===== src/rtl/intagg_pkg.sv =====
package intagg_pkg;
    localparam int DW       = 32;
    localparam int NOUT     = 4;   // 0,1 ordinary core0/1; 2,3 machine-check core0/1
    localparam int ADDR_W   = 8;
    localparam int WIX_W    = ADDR_W - 2;
    localparam int IDX_W    = $clog2(DW);

    localparam logic [WIX_W-1:0] WIX_STATUS = WIX_W'(0);
    localparam logic [WIX_W-1:0] WIX_MASK0  = WIX_W'(4);   // masks occupy 4..7
    localparam logic [WIX_W-1:0] WIX_TOPSRC = WIX_W'(8);

    localparam logic [DW-1:0] RSVD_BITS = 32'hFFFE_0040;

    typedef struct packed {
        logic [NOUT-1:0][DW-1:0] mask;
        logic [NOUT-1:0]         out;
        logic [DW-1:0]           rdata;
    } agg_state_t;
endpackage


===== src/rtl/intagg_sync.sv =====
module intagg_sync #(
    parameter int W      = 32,
    parameter int STAGES = 2
) (
    input  logic         clk,
    input  logic         rst_n,
    input  logic [W-1:0] async_i,
    output logic [W-1:0] sync_o
);
    logic [STAGES-1:0][W-1:0] pipe_d, pipe_q;

    always_comb begin
        pipe_d[0] = async_i;
        for (int s = 1; s < STAGES; s++) pipe_d[s] = pipe_q[s-1];
    end

    always_ff @(posedge clk) begin
        if (!rst_n) pipe_q <= '0;
        else        pipe_q <= pipe_d;
    end

    assign sync_o = pipe_q[STAGES-1];
endmodule


===== src/rtl/intagg_prio.sv =====
module intagg_prio #(
    parameter int W     = 32,
    parameter int IDX_W = $clog2(W)
) (
    input  logic [W-1:0]     req_i,
    output logic             any_o,
    output logic [IDX_W-1:0] idx_o
);
    always_comb begin
        any_o = 1'b0;
        idx_o = '0;
        for (int i = 0; i < W; i++) begin
            if (req_i[i]) begin
                any_o = 1'b1;
                idx_o = IDX_W'(i);
            end
        end
    end
endmodule


===== src/rtl/irq_aggregator.sv =====
module irq_aggregator
    import intagg_pkg::*;
(
    input  logic              clk,
    input  logic              rst_n,
    input  logic [DW-1:0]     src_i,
    input  logic              bus_wr,
    input  logic              bus_rd,
    input  logic [ADDR_W-1:0] bus_addr,
    input  logic [DW-1:0]     bus_wdata,
    output logic [DW-1:0]     bus_rdata,
    output logic [1:0]        irq_o,
    output logic [1:0]        mchk_o
);
    agg_state_t st_d, st_q;

    logic [DW-1:0]    synced;
    logic [DW-1:0]    status;
    logic             top_any;
    logic [IDX_W-1:0] top_idx;
    logic [WIX_W-1:0] widx;

    intagg_sync #(.W(DW), .STAGES(2)) u_sync (
        .clk     (clk),
        .rst_n   (rst_n),
        .async_i (src_i),
        .sync_o  (synced)
    );

    assign status = synced & ~RSVD_BITS;
    assign widx   = bus_addr[ADDR_W-1:2];

    intagg_prio #(.W(DW), .IDX_W(IDX_W)) u_prio (
        .req_i (status & st_q.mask[0]),
        .any_o (top_any),
        .idx_o (top_idx)
    );

    always_comb begin
        st_d = st_q;
        for (int k = 0; k < NOUT; k++) begin
            st_d.out[k] = |(status & st_q.mask[k]);
            if (bus_wr && widx == WIX_MASK0 + WIX_W'(k))
                st_d.mask[k] = bus_wdata;
        end
        st_d.rdata = '0;
        if (bus_rd) begin
            if (widx == WIX_STATUS)
                st_d.rdata = status;
            else if (widx == WIX_TOPSRC)
                st_d.rdata = {top_any, {(DW-1-IDX_W){1'b0}}, top_idx};
            for (int k = 0; k < NOUT; k++)
                if (widx == WIX_MASK0 + WIX_W'(k))
                    st_d.rdata = st_q.mask[k];
        end
    end

    always_ff @(posedge clk) begin
        if (!rst_n) st_q <= '0;
        else        st_q <= st_d;
    end

    assign bus_rdata = st_q.rdata;
    assign irq_o     = st_q.out[1:0];
    assign mchk_o    = st_q.out[3:2];

    // a closed core-0 ordinary mask keeps its line low on the next cycle
    a_r1_closed_mask_quiet: assert property (@(posedge clk) disable iff (!rst_n)
        (st_q.mask[0] == '0) |=> !irq_o[0]);

    // a status read never shows reserved positions
    a_r3_rsvd_read_zero: assert property (@(posedge clk) disable iff (!rst_n)
        (bus_rd && widx == WIX_STATUS) |=> ((bus_rdata & RSVD_BITS) == '0));

    // a mask write is visible in the mask word at the next cycle
    a_r4_mask_write: assert property (@(posedge clk) disable iff (!rst_n)
        (bus_wr && widx == WIX_MASK0) |=> (st_q.mask[0] == $past(bus_wdata)));

    // the highest-pending word has only its flag and index bits in use
    a_r7_top_format: assert property (@(posedge clk) disable iff (!rst_n)
        (bus_rd && widx == WIX_TOPSRC) |=> (bus_rdata[DW-2:IDX_W] == '0));

    // a read of an unmapped word returns zero
    a_r8_unmapped_zero: assert property (@(posedge clk) disable iff (!rst_n)
        (bus_rd && widx != WIX_STATUS && widx != WIX_TOPSRC &&
         (widx < WIX_MASK0 || widx > WIX_MASK0 + WIX_W'(3))) |=> (bus_rdata == '0));

    // no read strobe gives zero read data
    a_r9_idle_rdata: assert property (@(posedge clk) disable iff (!rst_n)
        !bus_rd |=> (bus_rdata == '0));
endmodule


===== config.mk =====
export PLATFORM = sky130hd
export DESIGN_NAME = irq_aggregator
export DESIGN_NICKNAME = d
export VERILOG_FILES = /design/src/rtl/intagg_pkg.sv /design/src/rtl/intagg_sync.sv /design/src/rtl/intagg_prio.sv /design/src/rtl/irq_aggregator.sv
export SDC_FILE = /design/constraint.sdc
export NUM_CORES = 1
export LEC_CHECK = 0
export ABC_AREA = 1
export BUFFER_PORTS_ARGS = -buffer_cell sky130_fd_sc_hd__buf_2
export CAP_MARGIN = 20
export CORE_ASPECT_RATIO = 1.1
export CORE_MARGIN = 5
export CORE_UTILIZATION = 55
export CTS_CLUSTER_SIZE = 24
export DETAILED_ROUTE_END_ITERATION = 8
export PLACE_DENSITY = 0.74
export SLEW_MARGIN = 30
export SYNTH_ARGS = -nofsm -noshare
export SYNTH_HDL_FRONTEND = slang
export SYNTH_HIERARCHICAL = 1
export SYNTH_SLANG_ARGS = --single-unit

===== constraint.sdc =====
create_clock -name clk -period 4.15 [get_ports clk]
set_input_delay 0.2075 -clock clk [delete_from_list [all_inputs] [get_ports clk]]
set_output_delay 0.2075 -clock clk [all_outputs]
set_load 0.01 [all_outputs]

[Yosys cells after proc, flatten, opt, wreduce, memory -nomap -nowiden]
Cells that the tools add are included.
Word-level totals
  bits in latches: 0
  memories: 0
  RAM bits: 0
  input bits: 76
  memory bits (read-only): 0
  output and inout bits: 36
  bits in registers: 198
  logic and storage cells: 96
Cells by class
  div/mod/pow operators: 0
  equal/unequal tests: 5
  shifts and indexed selects: 0
  bitwise operators: 4
  multiply operators: 0
  muxes and demuxes: 69
  $lt $le $gt $ge: 0
  reductions and logical operators: 10
  $add $sub $neg: 0
Operator list (number)
  32-bit two-way mux: 6
  17-bit by 32-bit AND with 32-bit output: 4
  32-bit OR reduction: 4
  5-bit two-way mux: 16
  1-bit two-way mux: 33
  4-bit two-way mux: 8
  6-bit by 3-bit == test with 1-bit output, second input constant: 4
  3-bit two-way mux: 4
  6-bit by 4-bit == test with 1-bit output, second input constant: 1
  6-bit logical NOT: 1
  1-bit logical AND: 4
  2-bit two-way mux: 2
  2-bit AND reduction: 1

[Depth between registers and ports, before layout]
Gate-level depths: netlist (run 1).
  depth in word-level cells: 39
  gate-level depth with buffers: 39
  mapped depth without buffers: 39

[Cells and area by module]
The synthesis (run 1) kept the hierarchy.
By module, submodules not included
  irq_aggregator: sequential area each 3283.1 um^2, area each 7335.8 um^2, instances 1, cells an instance 1032
  intagg_sync: sequential area each 1281.2 um^2, area each 1840.5 um^2, instances 1, cells an instance 199
  intagg_prio: sequential area each 0.0 um^2, area each 430.4 um^2, instances 1, cells an instance 106

[Worst setup path after synthesis (run 1)]
OpenSTA, ideal clock, no wires.
  path type: register to register
  start: reg u_sync.pipe_q (netlist bit u_sync/sync_o[2])
  end: reg st_q (netlist bit bus_rdata[0])
  setup slack: 1.945 ns
  period minus slack after synthesis: 2.205 ns
  cell stages (with the launch flop): 40
  data arrival time: 2.096 ns
  data required time: 4.041 ns
  path through: dfxtp_1 nand2_1 inv_1 inv_1 nand2_1 nand2_1 nand2_1 nand2_1 nand2_1 nand2_1 nand2_1 nand2_1 nand2_1 nand2_1 nand2_1 nand2_1 nand2_1 nand2_1 [... 4 more ...] nand2_1 nand2_1 nand2_1 nand2_1 nand2_1 nand2_1 nand2_1 nand2_1 nand2_1 nand2_1 nand2_1 nand2_1 nand4_1 nand2_1 nor2_1 nand4_1 nand2_1 inv_1
Between the ends
  cells in the longest elaborated chain, start to end: 37
RTL lines
  start, declared: RTL line intagg_sync.sv:10  | logic [STAGES-1:0][W-1:0] pipe_d, pipe_q;
  start signal, assigned: RTL line intagg_sync.sv:19  | else pipe_q <= pipe_d;
  17-bit by 32-bit AND with 32-bit output: RTL line irq_aggregator.sv:34  | .req_i (status & st_q.mask[0]),
  2-bit two-way mux (2 in a row): RTL line intagg_prio.sv:13  | if (req_i[i]) begin
  3-bit two-way mux (4 in a row): RTL line intagg_prio.sv:13
  4-bit two-way mux (8 in a row): RTL line intagg_prio.sv:13
  5-bit two-way mux (16 in a row): RTL line intagg_prio.sv:13
  net top_idx[0]: RTL line irq_aggregator.sv:20  | logic [IDX_W-1:0] top_idx;
  32-bit two-way mux: RTL line irq_aggregator.sv:50  | else if (widx == WIX_TOPSRC)
  32-bit two-way mux: RTL line irq_aggregator.sv:48  | if (widx == WIX_STATUS)
  32-bit two-way mux (4 in a row): RTL line irq_aggregator.sv:53  | if (widx == WIX_MASK0 + WIX_W'(k))
  end signal, assigned: RTL line irq_aggregator.sv:60  | else st_q <= st_d;
  end, declared: RTL line irq_aggregator.sv:15  | agg_state_t st_d, st_q;
The timed path passes the listed nets, and every way through them passes these cells.
A chain may end at the register's enable or synchronous reset.

[Worst setup path after layout (run 1)]
Ends and elaborated chain as after synthesis.

==> impl.org, run 1 <==
** Routing
- The final layout contains routed wiring with a total length of between 20000 and 25000 µm.
- In the routed layout, each cell is associated on average with a via count of 5.14.
- Vias after detailed routing :: slightly below 8000
- DRC violation count after routing :: 0
- The detail route stage leaves a number of antenna-violating nets equal to 0.
- The first routing iteration left a little over 700 violations.
- Routed WL per cell :: 14.9 µm
- The first TritonRoute pass finished after 6 iterations.

** Flow run
- Across the run, the number of max-cap violations was 0.

** Floorplan
- Core footprint :: around 16000 µm²
- Effective utilization at floorplan :: a little under three fifths
- The die covers between 15000 and 20000 µm².
- Std cell rows :: 48
- Measured along the x axis, the die boundary spans around 130 µm.
- Measured along the y axis, the die boundary spans 142 µm.
- I/O pin total :: around 110

** Setup path
- Critical path's most frequent cell :: sky130_fd_sc_hd__nand2_1
- The worst setup path is of the flip-flop to flip-flop kind.
- The startpoint identified for the worst register-to-register timing path is u_sync/sync_o[2]$_SDFF_PN0_.
- The largest single stage delay on the critical path is approximately 450 ps.
- The slowest stage of the critical path is the sky130_fd_sc_hd__dfxtp_1 cell.
- Number of cells on the worst reg-to-reg path :: 39
- For flop-to-flop paths, the worst setup slack is between 1000 and 1500 ps.
- The worst register-to-register path ends at bus_rdata[0]$_SDFF_PN0_.
- Data arrival time of the critical path :: between 3000 and 4000 ps
- Nature of the critical path startpoint :: flip-flop
- At the worst endpoint, the required time is between 4000 and 5000 ps.
- STA classifies the critical path endpoint as a flip-flop.
- Largest fanout on the critical path :: 5

** Pwr
- Of the total power, the share spent switching nets is between 20 and 25%.
- In this run the static leakage power is ~4.3 nW.
- Combinational logic burns approximately 5.5% of the power.
- Power spread over the standard cell area amounts to between 300 and 400 nW/µm².
- Net switching power :: about 0.86 mW
- Max VDD drop :: ~0.00027 V
- Seq pwr share :: 51.8%
- The clock network accounts for 42.8% of the total power.
- The internal power of the cells totals approximately 2.8 mW.

** Global route
- Overflow after GRT :: 0
- Number of antenna violations at the first check in global routing :: 1
- Across every metal layer, demand over resource in global routing totals between 20% and 30%.
- The first global-routing pass estimated 35800 µm of wire.
- Entering global routing, the biggest net connects between 100 and 150 pins.
- Vias in the first global route :: 7185

** Logic synthesis
- Number of instances in the synthesized netlist :: about 1200
- The Yosys step of the flow raised 6 warnings.
- In this run the cell area of the synthesized design comes to between 8000 and 9000 µm².
- Synthesized area per cell :: roughly 7 µm²

** Clock network
- The longest clock path from root to sink contains 2 buffers.
- Counting the buffers created by CTS gives 17.
- Number of H-tree levels :: 4
- Clock root buffer :: sky130_fd_sc_hd__clkbuf_16
- Post-CTS clock slew at the launch and capture registers of the worst setup and hold paths :: approximately 70 ps
- The number of hold buffers added after CTS was 16.
- TritonCTS built the clock tree.
- Counting every sink on the clock net gives slightly below 200.
- At the later pin of the worst-skew pair, clock insertion delay measures ~440 ps.
- Buffers added to address setup during post-CTS repair amount to 0.
- Once the clock tree was built, the resizer swapped 0 gates to a different size.

** Worst hold path
- Number of cells traversed by the worst hold path :: 3
- For hold timing, the worst endpoint is st_q[80]$_SDFFE_PN0P_.
- The path class of the tightest hold or removal check is input port to flip-flop.
- Startpoint of the lowest-slack hold path :: bus_wdata[12]

** Place
- Quantity of I/O buffers inserted on ports :: 93
- Final HPWL from detailed placement :: 14500 µm
- The congestion estimate from routability-driven global placement came to between 0.8 and 0.9.

** STA
- Shortest period the worst path allows :: roughly 2700 ps
- Setup repair after global routing left no endpoint under its margin.
- Setup Total Neg Slack :: 0 ps
- The hold violation total from the final report is 0.
- Measured against its own limit, the worst slew margin works out to between 40% and 50%.
- The final-report max-slew violation count came to 0.
- Max Clock Skew :: roughly 6.6 ps
- Share of the cycle needed by the critical path after routing :: about two thirds
- Timing would allow up to approximately 370 MHz.
- For the pin with the worst max-slew slack, the measured transition is 889 ps.
- Setup violations remaining at the end of the flow were counted as 0.

** Finish
- At the end of the flow, the number of nets in the layout was around 1400.
- Fill cells in the final layout number 1468.
- For this run, the share of the core covered by cells in the final layout is between 60% and 70%.
- Cells with a size suffix above 1 make up 12.0% of the layout.
- From synthesis to final layout, the design area changed by 11.4%.

** Status
- Status :: complete, no violations
==> how the worst max path moves through the flow <==
stage / endpoint / from / cells past startpoint
3_3_place_gp: bus_rdata[0]$_SDFF_PN0_ / u_sync/sync_o[2]$_SDFF_PN0_ / 39
6_report: bus_rdata[0]$_SDFF_PN0_ / u_sync/sync_o[2]$_SDFF_PN0_ / 39
2_1_floorplan: bus_rdata[0]$_SDFF_PN0_ / u_sync/sync_o[2]$_SDFF_PN0_ / 39
3_5_place_dp: bus_rdata[0]$_SDFF_PN0_ / u_sync/sync_o[2]$_SDFF_PN0_ / 39
4_1_cts: bus_rdata[0]$_SDFF_PN0_ / u_sync/sync_o[2]$_SDFF_PN0_ / 39
5_1_grt: bus_rdata[0]$_SDFF_PN0_ / u_sync/sync_o[2]$_SDFF_PN0_ / 39
==> metal layers <==
metal / GRT usage [%] / up-vias / part of all wire, %
met1: 30.1 / 3450 / 41
met4: 11.6 / 0 / 3.8
met3: 5.56 / 57 / 7.9
li1: - / 3977 / -
met5: 0 / - / 0
met2: 41.2 / 317 / 47
==> critical path: cells and delay by family (launching register included) <==
family	cells	cell delay [ps]
AND/OR/NAND/NOR	36	2010
flip-flops	1	450
buffers and inverters	3	170
==> area by class of cell <==
class / count / area (µm²) / area share, %
sequential: 196 / 3920 / 40.5
multi-input combinational: 827 / 3700 / 38.2
timing repair buffer: 114 / 669 / 6.90
inverter: 149 / 574 / 5.92
clock buffer: 21 / 470 / 4.85
tap: 200 / 250 / 2.58
clock inverter: 11 / 101 / 1.05
antenna: 1 / 2.50 / 0.0258
==> layout by cell type, fill, tap and decap left out, types with 5 or more instances in the layout <==
| master | count |
|---|---|
| sky130_fd_sc_hd__a21oi_1 | 86 |
| sky130_fd_sc_hd__buf_4 | 5 |
| sky130_fd_sc_hd__buf_2 | 92 |
| sky130_fd_sc_hd__dfxtp_1 | 196 |
| sky130_fd_sc_hd__nand2_1 | 237 |
| sky130_fd_sc_hd__nand3_1 | 45 |
| sky130_fd_sc_hd__dlygate4sd3_1 | 16 |
| sky130_fd_sc_hd__conb_1 | 32 |
| sky130_fd_sc_hd__o21ai_0 | 123 |
| sky130_fd_sc_hd__nand4_1 | 27 |
| sky130_fd_sc_hd__clkinv_2 | 5 |
| sky130_fd_sc_hd__inv_2 | 12 |
| sky130_fd_sc_hd__a31oi_1 | 16 |
| sky130_fd_sc_hd__clkbuf_16 | 17 |
| sky130_fd_sc_hd__o21ai_1 | 12 |
| sky130_fd_sc_hd__nor2_1 | 220 |
| sky130_fd_sc_hd__inv_1 | 134 |
==> flip-flops by register name, summed over array words and instances, names as in the netlist <==
register       count
u_sync/sync_o     16
mchk_o             2
irq_o              2
st_q             128
bus_rdata         32
u_sync/pipe_d     16
==> metrics by stage <==
stage                     cell area (µm²)  worst slack [ps]  std cells  hold slack, ps  total power, mW
after detailed placement             8960              1480       1470             391             2.15
after CTS                            9690              1470       1518            29.4             3.73
after global placement               8960              1520       1470             387             2.15
after global routing                 9690              1070       1518            49.4             3.85
final                                9700              1440       1519            47.7             3.71
after floorplan                      8820              1950       1270             305             2.08
==> power by group through the flow <==
| stage | Clock [mW] | Combinational (mW) | Sequential [mW] |
|---|---|---|---|
| 6_report | 1.59 | 0.203 | 1.92 |
| 5_1_grt | 1.70 | 0.228 | 1.92 |
| 4_1_cts | 1.61 | 0.199 | 1.92 |
| 3_5_place_dp | 0 | 0.187 | 1.96 |
| 3_3_place_gp | 0 | 0.186 | 1.96 |
| 2_1_floorplan | 0 | 0.123 | 1.96 |
Note: power is estimated with default switching activity, not from simulation.
==> run 2: changes to the inputs <==
- ABC_AREA: 1 -> 0
- CORE_UTILIZATION: 55 -> 53
- clock period: 4.15 -> 2.4 ns (I/O delays scaled with it)
==> impl.org, run 2 <==
** Place
- Routability Congestion :: a little over 1
- Quantity of I/O buffers inserted on ports :: 93
- After legalization and detailed placement, the total HPWL measured 17000 µm.
- Prior to clock tree synthesis, the placed netlist has a worst setup slack of about 85 ps.

** Setup path
- Crit Path Category :: flip-flop to flip-flop
- Walking the worst path, the cells encountered are and2_2 -> or3_1 -> a221o_1 -> a21oi_2 -> o221ai_2 -> a21oi_1 -> a2bb2oi_1 -> o32a_1 -> a211oi_1.
- Setup slack of the most critical reg-to-reg path :: 120 ps
- Stage delay of the slowest cell on the critical path :: 350 ps
- Total stage count of the critical path :: 9
- Largest fanout on the critical path :: 6
- Count of buffer and inverter cells on the critical path :: 0
- Data arrival time of the critical path :: around 2600 ps
- The worst setup path is launched from a flip-flop.
- For the worst setup path, the data required time is 2740 ps.
- The worst register-to-register path begins at u_sync/sync_o[16]$_SDFF_PN0_.
- In this run the critical register-to-register path is captured at bus_rdata[0]$_SDFF_PN0_.
- Worst path slowest cell :: sky130_fd_sc_hd__dfxtp_1
- Tracing the worst setup path back leads to its startpoint at u_sync/sync_o[16]$_SDFF_PN0_.
- In this run the worst setup path terminates at bus_rdata[0]$_SDFF_PN0_.
- Delay-heaviest family, CP :: compound AO/OA/AOI/OAI gates
- Number of cells on the worst reg-to-reg path :: 9
- Type of destination of the critical path :: flip-flop

** STA
- Crit path setup slack, layout :: 120 ps
- Max-slew violation count :: 0
- Worst slew pin tran :: 885 ps
- Max Clock Skew :: ~17 ps
- Slew HR :: between 40% and 50%
- After layout, the worst path uses a little over nine tenths of the clock period.
- Setup violations remaining at the end of the flow were counted as 0.
- Achievable frequency :: between 400 and 500 MHz
- Subtracting the final worst setup slack from the clock period gives 2280 ps.
- Across all hold checks on the routed design, the worst slack comes to roughly 110 ps.
- Number of failing hold endpoints at the final stage :: 0

** Global route
- Global Route Usage Sum :: a little over a quarter
- The initial antenna violation count is 2.
- Entering global routing, the biggest net connects 110 pins.
- The via count of the first global-routing pass was ~7400.
- Overflow after GRT :: 0
- The first global-routing pass estimated between 40000 and 50000 µm of wire.

** Logic synthesis
- Post-synthesis instance area :: around 9000 µm²
- A synthesized cell averages roughly 8.6 µm².
- Number of instances in the synthesized netlist :: just over 1000
- Yosys printed 6 warnings.

** Finish
- Ranked by flip-flop count, first place goes to st_q.
- Flip-flop count of the largest register after layout :: approximately 130
- Counting the fill cells in the layout gives around 1400.
- Leaving out fill and tap cells, the most frequent cell in the layout is sky130_fd_sc_hd__nand2_1.
- Final #Nets :: roughly 1300
- Antenna diodes :: 0
- Compared with the post-synthesis result, the final layout area differs by 18.5%.
- Of the cells placed in the final design, the portion with a size suffix greater than 1 is 18.8%.
- Storage element area :: around 3900 µm²
- Most used cells in the layout excluding fill and tap cells :: sky130_fd_sc_hd__nand2_1, sky130_fd_sc_hd__dfxtp_1, sky130_fd_sc_hd__buf_2
- For this run, the share of the core covered by cells in the final layout is between 60 and 70%.
- Area taken by multi-input logic gates :: 4560 µm²

** Floorplan
- Effective utilization at floorplan :: between 50% and 60%
- Overall die width :: around 130 µm
- In this run the count of I/O pins placed on the die edge is roughly 110.
- Die height :: between 100 and 150 µm
- The core region is around 16000 µm².
- Std cell rows :: between 40 and 50
- Floorplan die area :: slightly below 20000 µm²

** Routing
- Per-cell via count in the routed design :: about 5.6
- Routed WL per cell :: around 18 µm
- For this block, the via count after detailed routing is between 7000 and 8000.
- Final routed wirelength across all metal layers :: 25300 µm
- After detailed routing, the number of remaining DRC violations is 0.
- The count of nets left with antenna violations once routing finished came out at 0.
- Drt first-iter violations :: between 600 and 700
- The first detailed-routing pass ran for 5 iterations.

** Clock network
- The clock passes through at most 2 buffers.
- Clock sink count :: ~200
- Post-CTS clock slew at the launch and capture registers of the worst setup and hold paths :: roughly 70 ps
- Clock root buffer :: sky130_fd_sc_hd__clkbuf_16
- Setup fix buffers added after clock tree synthesis :: 0
- The clock tree synthesis step divided the H-tree into 4 levels.
- Worst-Skew Late Latency :: about 450 ps
- TritonCTS built the clock tree.
- TritonCTS Buffers :: 17

** Worst hold path
- The worst hold path was traced through 3 stages.
- The worst hold path belongs to the class input port to flip-flop.
- Startpoint of the lowest-slack hold path :: bus_rd

** Pwr
- Power spread over the standard cell area amounts to 634 nW/µm².
- Leakage dissipation :: just over 4 nW
- Max VDD drop :: about 0.00050 V

** Status
- The flow ran to the end, and the final reports show no timing, DRC or antenna violations.

** Flow run
- Max-Cap Viols :: 0
==> run 2: cell type report <==
type                            count  area share (%)
Tap cell                          204            2.40
Inverter                            8           0.283
Clock inverter                     13            1.56
Multi-Input combinational cell    779            43.0
Clock buffer                       19            4.27
Timing Repair Buffer              178            11.5
Sequential cell                   196            37.0
==> run 2: worst register-to-register path, delay by kind of cell (launching register included) <==
family / cells / cell delay (ps)
and+or+nand+nor: 2 / 560
AOI/OAI and AO/OA: 7 / 1260
DFF: 1 / 350
==> run 2: layer usage <==
layer,up-vias,GRT usage [%],wire [µm]
met5,-,0,14
met3,54,5.37,1750
met1,3648,34.1,10700
li1,3767,-,-
met4,4,9.77,744
met2,287,42.5,12100
==> run 2: where the power goes <==
group	internal [mW]	total (mW)	switching, mW
Sequential	3.29	3.31	0.0242
Clock	1.63	2.96	1.33
Combinational	0.215	0.459	0.244
Total	5.13	6.73	1.60
==> run 2: through the flow <==
stage,std cells,total power [mW],setup TNS [ps],instance area (µm²)
floorplan,1093,3.62,0,9160
global placement,1317,3.77,0,9510
detailed placement,1317,3.77,0,9510
CTS,1397,6.77,0,10600
global route,1397,6.95,-46.6,10600
finish,1397,6.73,0,10600
==> run 2: what timing repair did <==
item	in CTS	in global routing
gates resized for setup	0	3
endpoints found under the setup margin	0	1
endpoints found under the hold margin	140	0
hold buffers	48	0
==> run 2: worst min path at each step <==
stage,endpoint,slack (ps)
floorplan,st_q[138]$_SDFFE_PN0P_,250
global placement,u_sync/pipe_d[47]$_SDFF_PN0_,340
detailed placement,u_sync/pipe_d[45]$_SDFF_PN0_,340
CTS,bus_rdata[1]$_SDFF_PN0_,80
global route,bus_rdata[3]$_SDFF_PN0_,120
finish,bus_rdata[1]$_SDFF_PN0_,110
